### config.mk
export PLATFORM = sky130hd
export DESIGN_NAME = vic_top
export DESIGN_NICKNAME = d
export VERILOG_FILES = /design/src/rtl/vic_pkg.sv /design/src/rtl/vic_evt_stage.sv /design/src/rtl/vic_arb.sv /design/src/rtl/vic_top.sv
export SDC_FILE = /design/constraint.sdc
export NUM_CORES = 1
export LEC_CHECK = 0
export ABC_CLOCK_PERIOD_IN_PS = 2750
export BUFFER_PORTS_ARGS = -buffer_cell sky130_fd_sc_hd__buf_2
export CORE_MARGIN = 4
export CORE_UTILIZATION = 57
export CTS_CLUSTER_SIZE = 40
export DETAILED_ROUTE_END_ITERATION = 10
export PLACE_DENSITY = 0.81
export SLEW_MARGIN = 10
export SYNTH_ARGS = -nofsm -noshare
export SYNTH_HDL_FRONTEND = slang
export SYNTH_HIERARCHICAL = 1
export SYNTH_SLANG_ARGS = --single-unit
### constraint.sdc
create_clock -name clk_i -period 2.75 [get_ports clk_i]
set_input_delay 0.1375 -clock clk_i [delete_from_list [all_inputs] [get_ports clk_i]]
set_output_delay 0.1375 -clock clk_i [all_outputs]
set_load 0.005 [all_outputs]
### src/rtl/vic_pkg.sv
`timescale 1ns/1ps
package vic_pkg;
  localparam int LVL_W  = 3;
  localparam int HI_W   = 3;
  localparam int CODE_W = 5;
  localparam int VEC_W  = HI_W + CODE_W;
  localparam int SEL_W  = 2;
  localparam int ADDR_W = 4;

  localparam logic [ADDR_W-1:0] A_CFG   = 4'd0;
  localparam logic [ADDR_W-1:0] A_MASK  = 4'd1;
  localparam logic [ADDR_W-1:0] A_PEND  = 4'd2;
  localparam logic [ADDR_W-1:0] A_EVT0  = 4'd4;
  localparam logic [ADDR_W-1:0] A_EMSK0 = 4'd8;

  typedef struct packed {
    logic [SEL_W-1:0] top;
    logic [HI_W-1:0]  vhi;
    logic [LVL_W-1:0] lvl;
  } cfg_t;
endpackage

### src/rtl/vic_evt_stage.sv
`timescale 1ns/1ps
module vic_evt_stage #(
  parameter int NUM_EVT = 13
) (
  input  logic               clk_i,
  input  logic               rst_ni,
  input  logic [NUM_EVT-1:0] set_i,
  input  logic               clr_we_i,
  input  logic               msk_we_i,
  input  logic [NUM_EVT-1:0] wdata_i,
  output logic [NUM_EVT-1:0] evt_o,
  output logic [NUM_EVT-1:0] msk_o,
  output logic               req_o
);
  logic [NUM_EVT-1:0] evt_q, msk_q, clr;

  assign clr = clr_we_i ? wdata_i : '0;

  always_ff @(posedge clk_i or negedge rst_ni) begin
    if (!rst_ni) begin
      evt_q <= '0;
      msk_q <= '0;
    end else begin
      evt_q <= (evt_q & ~clr) | set_i;  // set beats clear
      if (msk_we_i) msk_q <= wdata_i;
    end
  end

  assign evt_o = evt_q;
  assign msk_o = msk_q;
  assign req_o = |(evt_q & msk_q);

  AST_EVT_SET_WINS: assert property (@(posedge clk_i) disable iff (!rst_ni)
    (set_i != '0) |=> ((evt_q & $past(set_i)) == $past(set_i)));
endmodule

### src/rtl/vic_arb.sv
`timescale 1ns/1ps
module vic_arb
  import vic_pkg::*;
#(
  parameter int NUM_SRC  = 28,
  parameter int NUM_SER  = 4,
  parameter int SER_BASE = 4
) (
  input  logic [NUM_SRC-1:0] act_i,
  input  logic [SEL_W-1:0]   top_i,
  output logic               found_o,
  output logic [CODE_W-1:0]  slot_o
);
  // scan from lowest to highest priority; last hit wins
  always_comb begin
    found_o = 1'b0;
    slot_o  = '0;
    for (int i = NUM_SRC - 1; i >= SER_BASE + NUM_SER; i--) begin
      if (act_i[i]) begin
        found_o = 1'b1;
        slot_o  = CODE_W'(i);
      end
    end
    for (int k = NUM_SER - 1; k >= 0; k--) begin
      if (act_i[SER_BASE + ((int'(top_i) + k) % NUM_SER)]) begin
        found_o = 1'b1;
        slot_o  = CODE_W'(SER_BASE + ((int'(top_i) + k) % NUM_SER));
      end
    end
    for (int i = SER_BASE - 1; i >= 0; i--) begin
      if (act_i[i]) begin
        found_o = 1'b1;
        slot_o  = CODE_W'(i);
      end
    end
  end
endmodule

### src/rtl/vic_top.sv
`timescale 1ns/1ps
module vic_top
  import vic_pkg::*;
#(
  parameter int NUM_SRC  = 28,
  parameter int NUM_SER  = 4,
  parameter int NUM_EVT  = 13,
  parameter int SER_BASE = 4,
  localparam int NUM_GEN = NUM_SRC - NUM_SER,
  localparam int DW      = NUM_SRC
) (
  input  logic                       clk_i,
  input  logic                       rst_ni,
  input  logic [NUM_GEN-1:0]         src_i,
  input  logic [NUM_SER*NUM_EVT-1:0] ser_evt_i,
  input  logic                       wr_en_i,
  input  logic [ADDR_W-1:0]          wr_addr_i,
  input  logic [DW-1:0]              wr_data_i,
  input  logic [ADDR_W-1:0]          rd_addr_i,
  output logic [DW-1:0]              rd_data_o,
  output logic                       irq_o,
  output logic [LVL_W-1:0]           irq_level_o,
  input  logic                       iack_valid_i,
  input  logic [LVL_W-1:0]           iack_level_i,
  output logic                       vector_valid_o,
  output logic [VEC_W-1:0]           vector_o
);
  cfg_t               cfg_q;
  logic [NUM_SRC-1:0] mask_q, pend_q, pend_set, pend_clr, act;
  logic [NUM_SER-1:0] ser_req;
  logic [NUM_EVT-1:0] evt_w [NUM_SER];
  logic [NUM_EVT-1:0] emsk_w[NUM_SER];
  logic               found, irq_q, vv_q;
  logic [CODE_W-1:0]  win_slot;
  logic [VEC_W-1:0]   vec_q;

  // serial channel front stages
  for (genvar c = 0; c < NUM_SER; c++) begin : g_ser
    vic_evt_stage #(.NUM_EVT(NUM_EVT)) i_evt (
      .clk_i   (clk_i),
      .rst_ni  (rst_ni),
      .set_i   (ser_evt_i[c*NUM_EVT +: NUM_EVT]),
      .clr_we_i(wr_en_i && wr_addr_i == A_EVT0 + ADDR_W'(c)),
      .msk_we_i(wr_en_i && wr_addr_i == A_EMSK0 + ADDR_W'(c)),
      .wdata_i (wr_data_i[NUM_EVT-1:0]),
      .evt_o   (evt_w[c]),
      .msk_o   (emsk_w[c]),
      .req_o   (ser_req[c])
    );
    assign pend_set[SER_BASE + c] = ser_req[c];
  end

  // general sources skip the serial slots
  for (genvar j = 0; j < NUM_GEN; j++) begin : g_gen
    if (j < SER_BASE) begin : g_lo
      assign pend_set[j] = src_i[j];
    end else begin : g_hi
      assign pend_set[j + NUM_SER] = src_i[j];
    end
  end

  assign pend_clr = (wr_en_i && wr_addr_i == A_PEND) ? wr_data_i : '0;
  assign act      = pend_q & mask_q;

  always_ff @(posedge clk_i or negedge rst_ni) begin
    if (!rst_ni) begin
      cfg_q  <= '0;
      mask_q <= '0;
      pend_q <= '0;
    end else begin
      if (wr_en_i && wr_addr_i == A_CFG)  cfg_q  <= cfg_t'(wr_data_i[$bits(cfg_t)-1:0]);
      if (wr_en_i && wr_addr_i == A_MASK) mask_q <= wr_data_i;
      pend_q <= (pend_q & ~pend_clr) | pend_set;
    end
  end

  vic_arb #(
    .NUM_SRC (NUM_SRC),
    .NUM_SER (NUM_SER),
    .SER_BASE(SER_BASE)
  ) i_arb (
    .act_i  (act),
    .top_i  (cfg_q.top),
    .found_o(found),
    .slot_o (win_slot)
  );

  always_ff @(posedge clk_i or negedge rst_ni) begin
    if (!rst_ni) begin
      irq_q <= 1'b0;
      vv_q  <= 1'b0;
      vec_q <= '0;
    end else begin
      irq_q <= |act;
      vv_q  <= iack_valid_i && (iack_level_i == cfg_q.lvl) && found;
      if (iack_valid_i && (iack_level_i == cfg_q.lvl) && found)
        vec_q <= {cfg_q.vhi, win_slot};
    end
  end

  always_comb begin
    rd_data_o = '0;
    if (rd_addr_i == A_CFG)  rd_data_o = DW'(cfg_q);
    if (rd_addr_i == A_MASK) rd_data_o = mask_q;
    if (rd_addr_i == A_PEND) rd_data_o = pend_q;
    for (int c = 0; c < NUM_SER; c++) begin
      if (rd_addr_i == A_EVT0 + ADDR_W'(c))  rd_data_o = DW'(evt_w[c]);
      if (rd_addr_i == A_EMSK0 + ADDR_W'(c)) rd_data_o = DW'(emsk_w[c]);
    end
  end

  assign irq_o          = irq_q;
  assign irq_level_o    = cfg_q.lvl;
  assign vector_valid_o = vv_q;
  assign vector_o       = vec_q;

  AST_WIN_ACTIVE: assert property (@(posedge clk_i) disable iff (!rst_ni)
    found |-> act[win_slot]);
  AST_IDLE_DROPS_IRQ: assert property (@(posedge clk_i) disable iff (!rst_ni)
    !found |=> !irq_o);
  AST_PEND_SET_WINS: assert property (@(posedge clk_i) disable iff (!rst_ni)
    (pend_set != '0) |=> ((pend_q & $past(pend_set)) == $past(pend_set)));
  AST_VEC_QUALIFIED: assert property (@(posedge clk_i) disable iff (!rst_ni)
    vector_valid_o |-> $past(iack_valid_i && iack_level_i == cfg_q.lvl && found));
  AST_VEC_HIGH_BITS: assert property (@(posedge clk_i) disable iff (!rst_ni)
    vector_valid_o |-> (vector_o[VEC_W-1:CODE_W] == $past(cfg_q.vhi)));
endmodule

# Word level (Yosys, flattened, before mapping)
# Index checks and enable logic that the tools add are counted.
[totals]
out_inout_bits = 41
input_bits = 119
wordCells = 178
reg_bits = 178
[op_classes]
reduce_logical = 23
n_mux = 84
order_cmp = 4
addsub = 7
bitwise_logic = 23
n_eq_ne = 21
[ops]
columns = ["operator", "n"]
rows = [
  ["$mux 28", 11],
  ["$mux 5", 28],
  ["$and 13x13->13", 8],
  ["$lt 32x7->1 const B", 3],
  ["$and 28x28->28", 2],
  ["$mux 13", 4],
  ["$not 13->13", 4],
  ["$or 13x13->13", 4],
  ["$reduce_or 13->1", 4],
  ["$mux 1", 36],
  ["$eq 4x3->1 const B", 8],
  ["$eq 4x4->1 const B", 8],
  ["$not 28->28", 1],
  ["$or 28x28->28", 1],
  ["$reduce_or 28->1", 1],
  ["$bmux 1 s5", 4],
  ["$add 4x3->5 const A", 3],
  ["$logic_and 1x1->1", 13],
  ["$eq 4x1->1 const B", 2],
  ["$eq 4x2->1 const B", 2],
  ["$logic_not 4->1", 2],
  ["$mux 8", 1],
  ["$lt 5x7->1 const B", 1],
  ["$reduce_or 2->1", 3],
  ["other kinds (5)", 8],
]

# Longest topological paths before layout
[logic_depth]
depth_word = 30
depth_mapped = 8
depth_no_buf = 8

# Cells and area by module
# Netlist, hierarchy kept.
[by_module_without_submodules]
columns = ["mod", "area_each_um2", "n_inst", "cells_each", "seq_area_each_um2"]
rows = [
  ["vic_top", 4614.4, 1, 491, 1851.8],
  ["vic_evt_stage", 1059.8, 4, 75, 650.6],
  ["vic_arb", 464.2, 1, 79, 0.0],
]

# Least setup slack after synthesis
# No wires, ideal clock.
[synth_timing]
kind = "flip-flop to flip-flop"
start = "register pend_q[25]"
end = "register irq_q (netlist: irq_o)"
period_less_slack_ns = 2.109
path_stages_with_launch = 5
arrival_ns = 1.971
setup_slack_ns = 0.641
path_cell_list = "dfrtp_1 and2_1 or4_1 or4_1 or4_1"
[synth_between]
elab_chain_len = 2
[synth_rtl]
columns = ["element", "line", "text"]
rows = [
  ["from (decl)", "vic_top.sv:29", "logic [NUM_SRC-1:0] mask_q, pend_q, pend_set, pend_clr, act;"],
  ["from (signal assigned)", "vic_top.sv:73", "pend_q <= (pend_q & ~pend_clr) | pend_set;"],
  ["$and 28x28->28", "vic_top.sv:63", "assign act = pend_q & mask_q;"],
  ["named net act[25]", "vic_top.sv:29", ""],
  ["$reduce_or 28->1", "vic_top.sv:94", "irq_q <= |act;"],
  ["to (signal assigned)", "vic_top.sv:94", ""],
  ["to (decl)", "vic_top.sv:33", "logic found, irq_q, vv_q;"],
]
# The timed path passes the listed nets, and every way through them passes these cells.
# A chain may end at the register's enable or synchronous reset.

# Final worst setup path
[layout_timing]
start = "register mask_q[14]"
end = "register vec_q[6] (netlist: vector_o[6])"
[layout_between]
elab_chain_len = 17
[layout_rtl]
columns = ["element", "line", "text"]
rows = [
  ["from (decl)", "vic_top.sv:29", ""],
  ["from (signal assigned)", "vic_top.sv:72", "if (wr_en_i && wr_addr_i == A_MASK) mask_q <= wr_data_i;"],
  ["$and 28x28->28 *", "vic_top.sv:63", ""],
  ["named net act[14]", "vic_top.sv:29", ""],
  ["$mux 1 (7 in series)", "vic_arb.sv:19", "if (act_i[i]) begin"],
  ["$mux 1 (3 in series)", "vic_arb.sv:25", "if (act_i[SER_BASE + ((int'(top_i) + k) % NUM_SER)]) begin"],
  ["$mux 1 *", "vic_arb.sv:25", ""],
  ["$mux 1 * (4 in series)", "vic_arb.sv:31", "if (act_i[i]) begin"],
  ["named net found", "vic_top.sv:33", ""],
  ["$logic_and 1x1->1 *", "vic_top.sv:96", "if (iack_valid_i && (iack_level_i == cfg_q.lvl) && found)"],
  ["to (signal assigned)", "vic_top.sv:97", "vec_q <= {cfg_q.vhi, win_slot};"],
  ["to (decl)", "vic_top.sv:35", "logic [VEC_W-1:0] vec_q;"],
]
# Mark *: on every way through the listed nets, which the timed path passes. The rest lies on a longest branch. The select of a mux whose other input is x is not followed.

==> impl_metrics.toml <==
[outcome]
outcome = "finished, final reports clean"

[setup_path]
rr_startpoint = "mask_q[14]$_DFFE_PN0P_"
cp-start-kind = "flop"
cpPeakStageDelay_ps = 560
end_kind = "flop"
worstPathRequired_ps = 3060
crit_path_top_delay_cell = "nor3_2"
arrival_ps = 2580
cp_cell_sequence = "and2_1 > nor4_1 > and2_1 > nand4_1 > nand3_1 > nor3_2 > mux2_2"
critPathKind = "reg2reg"
critPathMaxFanout = 9
rr_worst_depth = 7
startpoint = "mask_q[14]$_DFFE_PN0P_"
critPathMostFrequentCell = "and2_1"

[synth]
synth.most_common_cell = "dfrtp_1"
synth_area_per_cell_um2 = 10.7
synth-edff-count = 0
ys_seq_elements = 178
synth_area_leaders = "dfrtp_1 48%, mux2_2 7.5%, mux2_4 6.6%"
ys_types = 57
synth_ff_type = "dfrtp_1"
synth_top_area_frac = 0.478
syn-num-nets = 989
ys_async_sr_fraction = 1.00
synth_seq_area_share = 0.478
ys_warn_count = 6
yosys.area.top_type = "dfrtp_1"
synthCells = 870
synth_area_mm2 = 0.00932
synthTopCellsByCount = "178 x dfrtp_1, 105 x nand2_1, 81 x a21o_1"

[sta]
min_period_ps = 2260
tns_ps = 0
fin_crit_sh = 0.823
max_freq_mhz = 442
clock_skew_ps = 9.07
setup_ws_ps = 487
hold_ws_ps = 59.2
finalMaxSlewViolations = 0
setup_viol = 0
hold_viol_final = 0
worst_slew_pin_slew_ps = 721
rsz0062_at_grt = "false"
slew_headroom = 0.516

[placement]
dpl_cell_area_mm2 = 0.0104
place.gp.congestion = 0.962
pre_cts_slack_ps = 551
port_buffers = 159
dpl.hpwl_um = 19400

[floorplanning]
initial_core_util = 0.584
placementRows = 46
die_h_um = 136
floorplan.core_area_mm2 = 0.0159
ios = 160
dieWidth_um = 136
die_area_mm2 = 0.0185

[grt]
grt_util_all_layers = 0.336
grt_max_degree = 60
grt_pass1_vias = 8672
grt_antenna_before_repair = 0
overflow = 0
grt_pass1_wl_um = 47700

[power_and_ir_drop]
finalPower_uw = 7450
peakVddDrop_mv = 0.488
power.density_mw_per_mm2 = 620
power_leakage_uw = 0.00498

[clock_tree]
clock_path_buffers = 2
cts_buffers = 17
post_cts_resized = 0
clk_latency_ps = 430
clkSinkCount = 178
htree_levels = 4
hold_buffers = 106
cts_root_buffer = "clkbuf_16"
clkTransAtPathRegs_ps = 80
cts_tree = "done"
post_cts_buffers = 0

[worst_hold_path]
min-delay-start = "iack_valid_i"
hold_class = "in2reg"
worstHoldPathCells = 3

[detailed_routing]
route.detailed.drc = 0
drt-total-wl_um = 30400
drtIter0Drc = 1146
antenna_left = 0
vias_per_cell = 6.30
first_pass_iters = 6
wire_per_inst_um = 22.2
vias = 8602

[finish]
stdcell_area_mm2 = 0.0120
syn_to_final_growth_pct = 28.9
nNetsFinal = 1254
drive_above_1_share = 0.286
fillCellCount = 1066

[flow_run]
maxCapViolCount = 0
## sequential cells by signal (all words and copies together), names as in the netlist
| register | cells |
|---|---|
| pend_q | 28 |
| g_ser.i_evt/evt_o | 52 |
| vector_o | 8 |
| cfg_q | 5 |
| mask_q | 28 |
| g_ser.i_evt/msk_o | 52 |
| irq_level_o | 3 |
| irq_o | 1 |
| vector_valid_o | 1 |
## per-layer routing
metal  vias to the layer above  track usage  routed length (um)
met5                         -            0                   0
met4                         0        0.129                1130
met3                       102       0.0699                2690
met2                       545        0.548               14700
met1                      4229        0.446               11900
li1                       3726            -                   -
## cells in the final DEF, fill, tap and decap left out, drive strengths merged, types with 8 or more instances in the layout
cell type,count
a22o,21
a22oi,30
a21oi,17
dlygate4sd3,106
nand2b,11
nor2b,17
nor4,11
o21ai,45
buf,186
mux2,103
and2,34
clkbuf,18
mux2i,11
nand3,13
o22ai,12
nor2,35
dfrtp,178
a21o,82
nor3,9
nand2,105
a222oi,8
inv,21
## power by group
group | switching, uW | internal (uW) | total [uW]
registers | 327 | 2980 | 3310
logic | 828 | 917 | 1740
clock network | 1160 | 1230 | 2400
## area by class of cell
cell class | count | area [um^2] | share of cell area
Multi-Input combinational cell | 635 | 4590 | 0.382
Sequential cell | 178 | 4450 | 0.371
Timing Repair Buffer | 292 | 2080 | 0.173
Clock buffer | 18 | 439 | 0.0366
Tap cell | 216 | 270 | 0.0225
Clock inverter | 14 | 136 | 0.0114
Inverter | 11 | 41.3 | 0.00344
Antenna cell | 2 | 5.00 | 0.000417
## critical path: cells and delay by family, from the launching register on
kind / cells / cell delay, ps
simple gates: 6 / 1330
flops: 1 / 400
mux: 1 / 410
## per-stage QoR
stage / util / cells
after global routing: 0.753 / 1364
after floorplan: - / 870
after CTS: 0.753 / 1364
after detailed placement: 0.650 / 1226
after global placement: 0.650 / 1226
final: 0.753 / 1366
## logic make-up (layout without fill, tap and decap cells)
logic type,Yosys count,count (layout),synth area share
XOR/XNOR,3,3,0.00282
buffers and inverters,57,335,0.0306
flip-flops,178,178,0.478
AND/OR/NAND/NOR,265,265,0.141
other,0,2,0
AO/OA/AOI/OAI,253,253,0.195
multiplexers,114,114,0.153
## path summary, 6_finish.rpt
check / endpoint / slack [ps]
setup / recovery: vector_o[6]$_DFFE_PN0P_ / 490
hold / removal: vector_valid_o$_DFF_PN0_ / 60
setup reg to reg: vector_o[6]$_DFFE_PN0P_ / 490
hold reg to reg: pend_q[12]$_DFF_PN0_ / 500
max in group asynchronous: mask_q[25]$_DFFE_PN0P_ / 1700
min in group asynchronous: pend_q[4]$_DFF_PN0_ / 240
(Power assumes the default switching activity.)
